<file path="config.mk">
export PLATFORM = sky130hd
export DESIGN_NAME = gf4096_mul_top
export DESIGN_NICKNAME = d
export VERILOG_FILES = /design/src/rtl/gf_tower_pkg.sv /design/src/rtl/gf64_mul_unit.sv /design/src/rtl/gf_tower_core.sv /design/src/rtl/gf_step_mux.sv /design/src/rtl/gf4096_mul_top.sv
export SDC_FILE = /design/constraint.sdc
export NUM_CORES = 1
export LEC_CHECK = 0
export BUFFER_PORTS_ARGS = -buffer_cell sky130_fd_sc_hd__buf_2
export CAP_MARGIN = 15
export CORE_MARGIN = 2
export CORE_UTILIZATION = 50
export CTS_BUF_LIST = sky130_fd_sc_hd__clkbuf_8
export DETAILED_ROUTE_END_ITERATION = 6
export PLACE_DENSITY_LB_ADDON = 0.05
export SYNTH_ARGS = -nofsm -noshare
export SYNTH_HDL_FRONTEND = slang
export SYNTH_SLANG_ARGS = --single-unit
</file>
<file path="constraint.sdc">
create_clock -name clk -period 4 [get_ports clk]
set_input_delay 0.4 -clock clk [delete_from_list [all_inputs] [get_ports clk]]
set_output_delay 0.4 -clock clk [all_outputs]
set_load 0.1 [all_outputs]
</file>
<file path="src/rtl/gf_tower_pkg.sv">
package gf_tower_pkg;
  localparam int HALF_W = 6;
  localparam int FULL_W = 2 * HALF_W;
  // low bits of the GF(64) reduction polynomial x^6 + x + 1
  localparam logic [HALF_W-1:0] RED_LOW = 6'h03;
  // GF(64) constant that scales the high-by-high product into the low half
  localparam logic [HALF_W-1:0] BETA = 6'h21;
  // fixed multiplier used by the power step
  localparam logic [FULL_W-1:0] STEP_K = 12'hE01;
  localparam logic [FULL_W-1:0] ONE = 12'h001;

  typedef enum logic {
    MODE_MUL  = 1'b0,
    MODE_STEP = 1'b1
  } op_mode_e;

  // doubling in GF(64): shift left, fold the carry back with the polynomial
  function automatic logic [HALF_W-1:0] gf64_xtime(input logic [HALF_W-1:0] v);
    gf64_xtime = {v[HALF_W-2:0], 1'b0} ^ (v[HALF_W-1] ? RED_LOW : '0);
  endfunction
endpackage

</file>
<file path="src/rtl/gf64_mul_unit.sv">
module gf64_mul_unit
  import gf_tower_pkg::*;
(
  input  logic [HALF_W-1:0] x,
  input  logic [HALF_W-1:0] y,
  output logic [HALF_W-1:0] p
);
  // accumulated sum and running multiple of y, one slot per bit of x
  logic [HALF_W-1:0] acc [HALF_W+1];
  logic [HALF_W-1:0] ymul [HALF_W+1];

  assign acc[0]  = '0;
  assign ymul[0] = y;

  for (genvar i = 0; i < HALF_W; i++) begin : g_bit
    assign acc[i+1]  = acc[i] ^ ({HALF_W{x[i]}} & ymul[i]);
    assign ymul[i+1] = gf64_xtime(ymul[i]);
  end

  assign p = acc[HALF_W];
endmodule

</file>
<file path="src/rtl/gf_tower_core.sv">
module gf_tower_core
  import gf_tower_pkg::*;
(
  input  logic [FULL_W-1:0] a,
  input  logic [FULL_W-1:0] b,
  output logic [FULL_W-1:0] prod
);
  logic [HALF_W-1:0] a_hi, a_lo, b_hi, b_lo;
  logic [HALF_W-1:0] a_sum, b_sum;
  logic [HALF_W-1:0] p_sum, p_lo, p_hi, p_hi_scaled;
  logic [HALF_W-1:0] half_hi, half_lo;

  assign a_hi  = a[FULL_W-1:HALF_W];
  assign a_lo  = a[HALF_W-1:0];
  assign b_hi  = b[FULL_W-1:HALF_W];
  assign b_lo  = b[HALF_W-1:0];
  assign a_sum = a_hi ^ a_lo;
  assign b_sum = b_hi ^ b_lo;

  gf64_mul_unit u_sum   (.x(a_sum), .y(b_sum), .p(p_sum));
  gf64_mul_unit u_lo    (.x(a_lo),  .y(b_lo),  .p(p_lo));
  gf64_mul_unit u_hi    (.x(a_hi),  .y(b_hi),  .p(p_hi));
  gf64_mul_unit u_scale (.x(p_hi),  .y(BETA),  .p(p_hi_scaled));

  assign half_hi = p_sum ^ p_lo;
  assign half_lo = p_hi_scaled ^ p_lo;
  assign prod    = {half_hi, half_lo};
endmodule

</file>
<file path="src/rtl/gf_step_mux.sv">
module gf_step_mux
  import gf_tower_pkg::*;
(
  input  op_mode_e          mode,
  input  logic [FULL_W-1:0] in_a,
  input  logic [FULL_W-1:0] in_b,
  output logic [FULL_W-1:0] mul_a,
  output logic [FULL_W-1:0] mul_b,
  output logic              force_one
);
  always_comb begin
    mul_a     = in_a;
    mul_b     = in_b;
    force_one = 1'b0;
    if (mode == MODE_STEP) begin
      mul_b     = STEP_K;
      force_one = (in_a == '0);
    end
  end
endmodule

</file>
<file path="src/rtl/gf4096_mul_top.sv">
module gf4096_mul_top
  import gf_tower_pkg::*;
(
  input  logic              clk,
  input  logic              rst_n,
  input  logic              in_vld,
  input  logic              step_mode,
  input  logic [FULL_W-1:0] opa,
  input  logic [FULL_W-1:0] opb,
  output logic              res_vld,
  output logic [FULL_W-1:0] res
);
  op_mode_e          mode;
  logic [FULL_W-1:0] mul_a, mul_b, core_prod, next_res;
  logic              force_one;

  assign mode = op_mode_e'(step_mode);

  gf_step_mux u_mux (
    .mode(mode), .in_a(opa), .in_b(opb),
    .mul_a(mul_a), .mul_b(mul_b), .force_one(force_one)
  );

  gf_tower_core u_core (.a(mul_a), .b(mul_b), .prod(core_prod));

  assign next_res = force_one ? ONE : core_prod;

  always_ff @(posedge clk) begin
    if (!rst_n) begin
      res_vld <= 1'b0;
      res     <= '0;
    end else begin
      res_vld <= in_vld;
      if (in_vld) res <= next_res;
    end
  end

  // valid output tracks valid input one cycle later
  a_r2_vld_follows: assert property (@(posedge clk) disable iff (!rst_n)
    in_vld |=> res_vld);
  a_r2_no_spurious: assert property (@(posedge clk) disable iff (!rst_n)
    !in_vld |=> !res_vld);
  // zero operand in multiply mode gives zero
  a_r4_zero_operand: assert property (@(posedge clk) disable iff (!rst_n)
    (in_vld && !step_mode && (opa == '0 || opb == '0)) |=> (res == '0));
  // multiplying by one returns the other operand
  a_r5_identity: assert property (@(posedge clk) disable iff (!rst_n)
    (in_vld && !step_mode && opa == ONE) |=> (res == $past(opb)));
  // a zero step input maps to one
  a_r7_step_zero: assert property (@(posedge clk) disable iff (!rst_n)
    (in_vld && step_mode && opa == '0) |=> (res == ONE));
  // a nonzero step input never yields zero
  a_r8_step_nonzero: assert property (@(posedge clk) disable iff (!rst_n)
    (in_vld && step_mode && opa != '0) |=> (res != '0));
  // result holds while idle
  a_r9_hold: assert property (@(posedge clk) disable iff (!rst_n)
    !in_vld |=> $stable(res));
endmodule

</file>
# --- Word-level counts from Yosys, hierarchy flattened ---
# Index checks and enable logic that the tools add are counted.
word_totals:
  elab_cells: 78
  reg_bits: 13
  input_bits: 28
  out_inout_bits: 13
op_classes:
  n_bitwise: 57
  reduce_logical: 1
  n_mux: 18
ops:
  columns: ["cell", "n"]
  rows:
  - ["$xor 6x6->6", 19]
  - ["$and 6x6->6", 18]
  - ["$xor 6x2->6", 16]
  - ["$mux 2", 15]
  - ["$mux 12", 2]
  - ["$logic_not 12->1", 1]
  - ["$xor 6x1->6", 1]
  - ["$xor 6x3->6", 1]
  - ["$xor 6x4->6", 1]
  - ["$xor 6x5->6", 1]
  - ["$mux 1", 1]

# --- Depth between registers and ports, before layout ---
depth:
  depth_word: 20
  mapped_depth: 10
  ltp_nobuf: 8

# --- Modules after synthesis ---
# A second synthesis with hierarchy kept.
hier_totals:
  hier_cells: 501
  area_unflattened_um2: 3474.6
by_module_without_submodules:
  columns: ["mod", "cells_per_inst", "seq_area_each_um2", "instances", "area_each_um2"]
  rows:
  - ["gf64_mul_unit", 98, 0.0, 4, 634.4]
  - ["gf4096_mul_top", 53, 260.2, 1, 509.2]
  - ["gf_tower_core", 26, 0.0, 1, 217.7]
  - ["gf_step_mux", 30, 0.0, 1, 210.2]

# --- Least setup slack after synthesis ---
# No wires, ideal clock.
synth_timing:
  kind: "input to register"
  startpoint: "input opb[5]"
  endpoint: "register res[0]"
  slack_ns: 1.728
  path_buffers: 1
  stages: 9
  arrival_ns: 2.153
  t_required_ns: 3.881
  setup_ns: 0.119
  cell_sequence: "buf_2 -> nand2_1 -> xnor3_1 -> xnor2_1 -> mux2_2 -> o22ai_2 -> xnor2_1 -> xnor2_1 -> o221a_2"
synth_between:
  elab_chain_cells: 11
synth_lines:
  columns: ["element", "line_no", "source"]
  rows:
  - ["from (decl)", "gf4096_mul_top.sv:9", "input logic [FULL_W-1:0] opb,"]
  - ["$mux 12", "gf_step_mux.sv:15", "if (mode == MODE_STEP) begin"]
  - ["$mux 2", "gf_tower_pkg.sv:19", "gf64_xtime = {v[HALF_W-2:0], 1'b0} ^ (v[HALF_W-1] ? RED_LOW : '0);"]
  - ["$xor 6x2->6", "gf_tower_pkg.sv:19", null]
  - ["$and 6x6->6", "gf64_mul_unit.sv:16", "assign acc[i+1] = acc[i] ^ ({HALF_W{x[i]}} & ymul[i]);"]
  - ["$xor 6x6->6 (5 in a row)", "gf64_mul_unit.sv:16", null]
  - ["$xor 6x6->6", "gf_tower_core.sv:26", "assign half_lo = p_hi_scaled ^ p_lo;"]
  - ["$mux 12", "gf4096_mul_top.sv:26", "assign next_res = force_one ? ONE : core_prod;"]
  - ["to (signal assigned)", "gf4096_mul_top.sv:34", "if (in_vld) res <= next_res;"]
  - ["to (decl)", "gf4096_mul_top.sv:11", "output logic [FULL_W-1:0] res"]
# Every way passes these cells.
# A chain may end at the register's enable or synchronous reset.

# --- Final worst setup path ---
layout_timing:
  startpoint: "input step_mode"
  endpoint: "register res[2]"
layout_between:
  elab_chain_cells: 14
  elab_cells_between_ends: 46
  classes_between: "mux (10); bitwise (36)"
layout_lines:
  columns: ["element", "line_no", "source"]
  rows:
  - ["from (decl)", "gf4096_mul_top.sv:7", "input logic step_mode,"]
  - ["$mux 12", "gf_step_mux.sv:15", null]
  - ["$mux 2 or $xor 6x2->6 (tied branches)", "gf_tower_pkg.sv:19", null]
  - ["$xor 6x2->6 or $mux 2 (tied branches) (2 in a row)", "gf_tower_pkg.sv:19", null]
  - ["$xor 6x2->6", "gf_tower_pkg.sv:19", null]
  - ["$and 6x6->6 or $xor 6x2->6 (tied branches)", "gf64_mul_unit.sv:16, gf_tower_pkg.sv:19", null]
  - ["$xor 6x6->6, or another cell as far along", "gf64_mul_unit.sv:16", null]
  - ["$xor 6x6->6 or $and 6x6->6 (tied branches)", "gf64_mul_unit.sv:16", null]
  - ["$xor 6x6->6", "gf64_mul_unit.sv:16", null]
  - ["$xor 6x3->6", "gf64_mul_unit.sv:16", null]
  - ["$xor 6x4->6", "gf64_mul_unit.sv:16", null]
  - ["$xor 6x5->6", "gf64_mul_unit.sv:16", null]
  - ["$xor 6x6->6", "gf_tower_core.sv:26", null]
  - ["$mux 12 (*)", "gf4096_mul_top.sv:26", null]
# Every way passes the cells marked *; elsewhere a longest branch is shown, timed or not.

==> metrics <==
Worst Path Max Fanout 37; # diodes 0; cell count of the worst reg-to-reg path 3; RePlAce Congestion about 0.89; All-Layer GR Usage 0.243; Site Rows 27; most used cell, CP xnor2_1; Worst Setup Path Type in -> reg; crit share post-route 0.665; Hold Path Class in -> reg; drt total wl 7290 microns; port bufs 40; Bufs on Longest Clock Path 2; setup tns final 0 ps; # nets final about 440; Die Height 78.4 microns; #FFs+latches synth 13; Max VDD drop slightly above 0.3 mV; placed standard-cell area about 2900 sq um; met3 Use GR 0.0230; max_cap viols 0; Core Area 5440 sq um; layout cells sized above 1 0.133; post-synthesis cell area 2770 sq um; Root Driver clkbuf_8; Pwr Density between 300 and 400 nW/um^2; TritonRoute pass-1 iters 4; Via-to-Cell Ratio ~5.6; Post-synth EDFFs 0; max-slew violations 0; register area share after synthesis 0.0940; Async SR Flop Fraction 0; Area Overhead vs Synth 5.74%; Num CTS Buffers 3; RSZ-0062 raised after global routing no; cts hold-fix bufs 0; die footprint just over 6000 sq um; Buf+Inv Stages, Crit Path 3; setup violators final 0; YS warnings 0; crit path DAT approximately 2800 ps; Setup Skew 0 ps; IO Pins 41; DIE WIDTH ~78 microns; endpoint class of the critical path register; Final ANT Viol Nets 0; Post-CTS Repair Setup Buffers 0; worst skew pair latency approximately 240 ps; Crit path largest cell delay around 510 ps; GR Layer Usage met2 0.384; Hold Path Stages 2; Distinct cells, synth 49; Total Power about 1100 uW; crit start category primary input; syn_nets 436; top_reg_cell synth dfxtp_1; Initial Util 0.509; Mean Syn Cell Area 6.78 sq um; first-pass GRT wire length 12100 microns; Post-CTS Resized 0; initial antenna violation count 0; Relative slew margins 0.564; busiest layer in global routing met2; leakage 0.00121 uW; final hold violations 0; Mapped Cells 408; clock-pin slew on the worst setup and hold paths ~50 ps; highest clock rate ~380 MHz; Least-Margin Pin Slew 654 ps; Final min period ~2700 ps; Critical Path RT around 4100 ps; met1 Track Usage GR 0.353; total grt overflow 0; crit path cell chain buf_2 -> clkinv_1 -> buf_4 -> o21ai_0 -> a22oi_1 -> xnor2_1 -> xor2_1 -> xnor2_1 -> a22o_1; Final HPWL DP 5420 microns; clk sinks 13; # DRC 0; DR vias approximately 2700; largest net degree at the start of global routing 38; Critical Path Stages 9; CP max stage cell buf_2; H-tree Lvls 1; Design Area, Final 2930 sq um; outcome complete, no violations; final worst slack about 1300 ps; DR WL/cell approximately 15 microns; CP delay by family, top buffers and inverters; DRT iter0 DRCs between 150 and 200; worst slack at placement between 1000 and 1500 ps; CTS tree done; vias in the first global route 2446
-- worst reg2reg max path, stage by stage, from the launching register on --
cell     delay, ps
dfxtp_1        340
inv_1           50
o22ai_1        130
and2_1         130
-- area by class of cell --
type	instances	area, sq um
Clock inverter	1	3.75
Sequential cell	13	260
Tap cell	72	90.1
Inverter	8	30.0
Timing Repair Buffer	41	208
Fill cell	539	2510
Clock buffer	3	41.3
Multi-Input combinational cell	348	2290
-- report_power, final --
group,total (uW),internal [uW],switching [uW]
combinational,783,273,510
sequential,175,160,15.0
clock,111,67.5,43.4
total,1070,500,568
-- stage by stage --
stage	instances	utilization	hold slack, ps
after floorplan	408	-	522
after global placement	482	0.530	455
after detailed placement	482	0.530	463
after CTS	486	0.538	418
after global routing	486	0.538	418
final	486	0.538	420
-- placed cells by master (no fill, tap or decap), types with 2 or more instances in the layout --
| cell type | n |
|---|---|
| nor2b_1 | 8 |
| dfxtp_1 | 13 |
| mux2i_1 | 2 |
| o22ai_1 | 6 |
| xnor2_2 | 4 |
| nor4_1 | 2 |
| and3_1 | 2 |
| buf_2 | 40 |
| nand2_1 | 77 |
| xor2_1 | 28 |
| a21oi_1 | 14 |
| nand3_1 | 7 |
| nand4_1 | 6 |
| inv_1 | 8 |
| nand2b_1 | 4 |
| a31oi_1 | 3 |
| and2_1 | 5 |
| o211ai_1 | 2 |
| mux2_2 | 3 |
| a2111oi_0 | 2 |
| a21o_1 | 2 |
| xnor3_1 | 4 |
| o21ai_0 | 28 |
| nor3_1 | 2 |
| clkbuf_8 | 3 |
| a22oi_1 | 7 |
| o311ai_0 | 2 |
| xnor2_1 | 68 |
| nor2_1 | 35 |
| a22o_1 | 10 |
-- cells in the mapped netlist (2+ instances only) --
cell type   n  share of area
xnor2_1    68           0.22
nand2b_1    4         0.0090
inv_1       7         0.0095
dfxtp_1    13          0.094
a22oi_1     7          0.019
mux2i_1     2         0.0072
buf_4       3         0.0081
buf_1       6         0.0081
nor3_1      2         0.0036
o22ai_1     6          0.014
o311ai_0    2         0.0063
o211ai_1    2         0.0054
and3_1      2         0.0045
xnor2_2     4          0.024
nor2_1     35          0.047
buf_2      15          0.027
nand3_1     7          0.013
a21o_1      2         0.0054
nand2_1    77           0.10
nand4_1     6          0.014
a22o_1     10          0.032
a21oi_1    14          0.025
xnor3_1     4          0.033
mux2_2      3          0.012
nor2b_1     8          0.018
xor2_1     28          0.089
a2111oi_0   2         0.0063
and2_1      5          0.011
o21ai_0    28          0.051
a31oi_1     3         0.0068
clkbuf_1   14          0.019
nor4_1      2         0.0045
-- worst paths after layout --
check	from	end	slack (ps)
max	step_mode	res[2]	1340
min	rst_n	res[4]	420
max reg2reg	res[4]	res[4]	3300
min reg2reg	res[6]	res[6]	470
-- kinds of logic after synthesis --
| kind of cell | after synthesis | share of synthesized area |
|---|---|---|
| xor+xnor | 104 | 0.360 |
| buf+inv | 47 | 0.0773 |
| flops | 13 | 0.0940 |
| compound gates | 87 | 0.208 |
| mux | 5 | 0.0194 |
| simple gates | 152 | 0.242 |
-- metal layers --
| metal | part of all wire | wire (microns) | vias to the layer above |
|---|---|---|---|
| met5 | 0 | 0 | - |
| met4 | 0.012 | 91 | 0 |
| met3 | 0.050 | 367 | 9 |
| met2 | 0.45 | 3290 | 75 |
| met1 | 0.49 | 3540 | 1267 |
| li1 | - | - | 1380 |
-- state kept, by name, summed over array words and instances, names as in the netlist --
name,count
res,12
res_vld,1
Note: power is estimated with default switching activity, not from simulation.
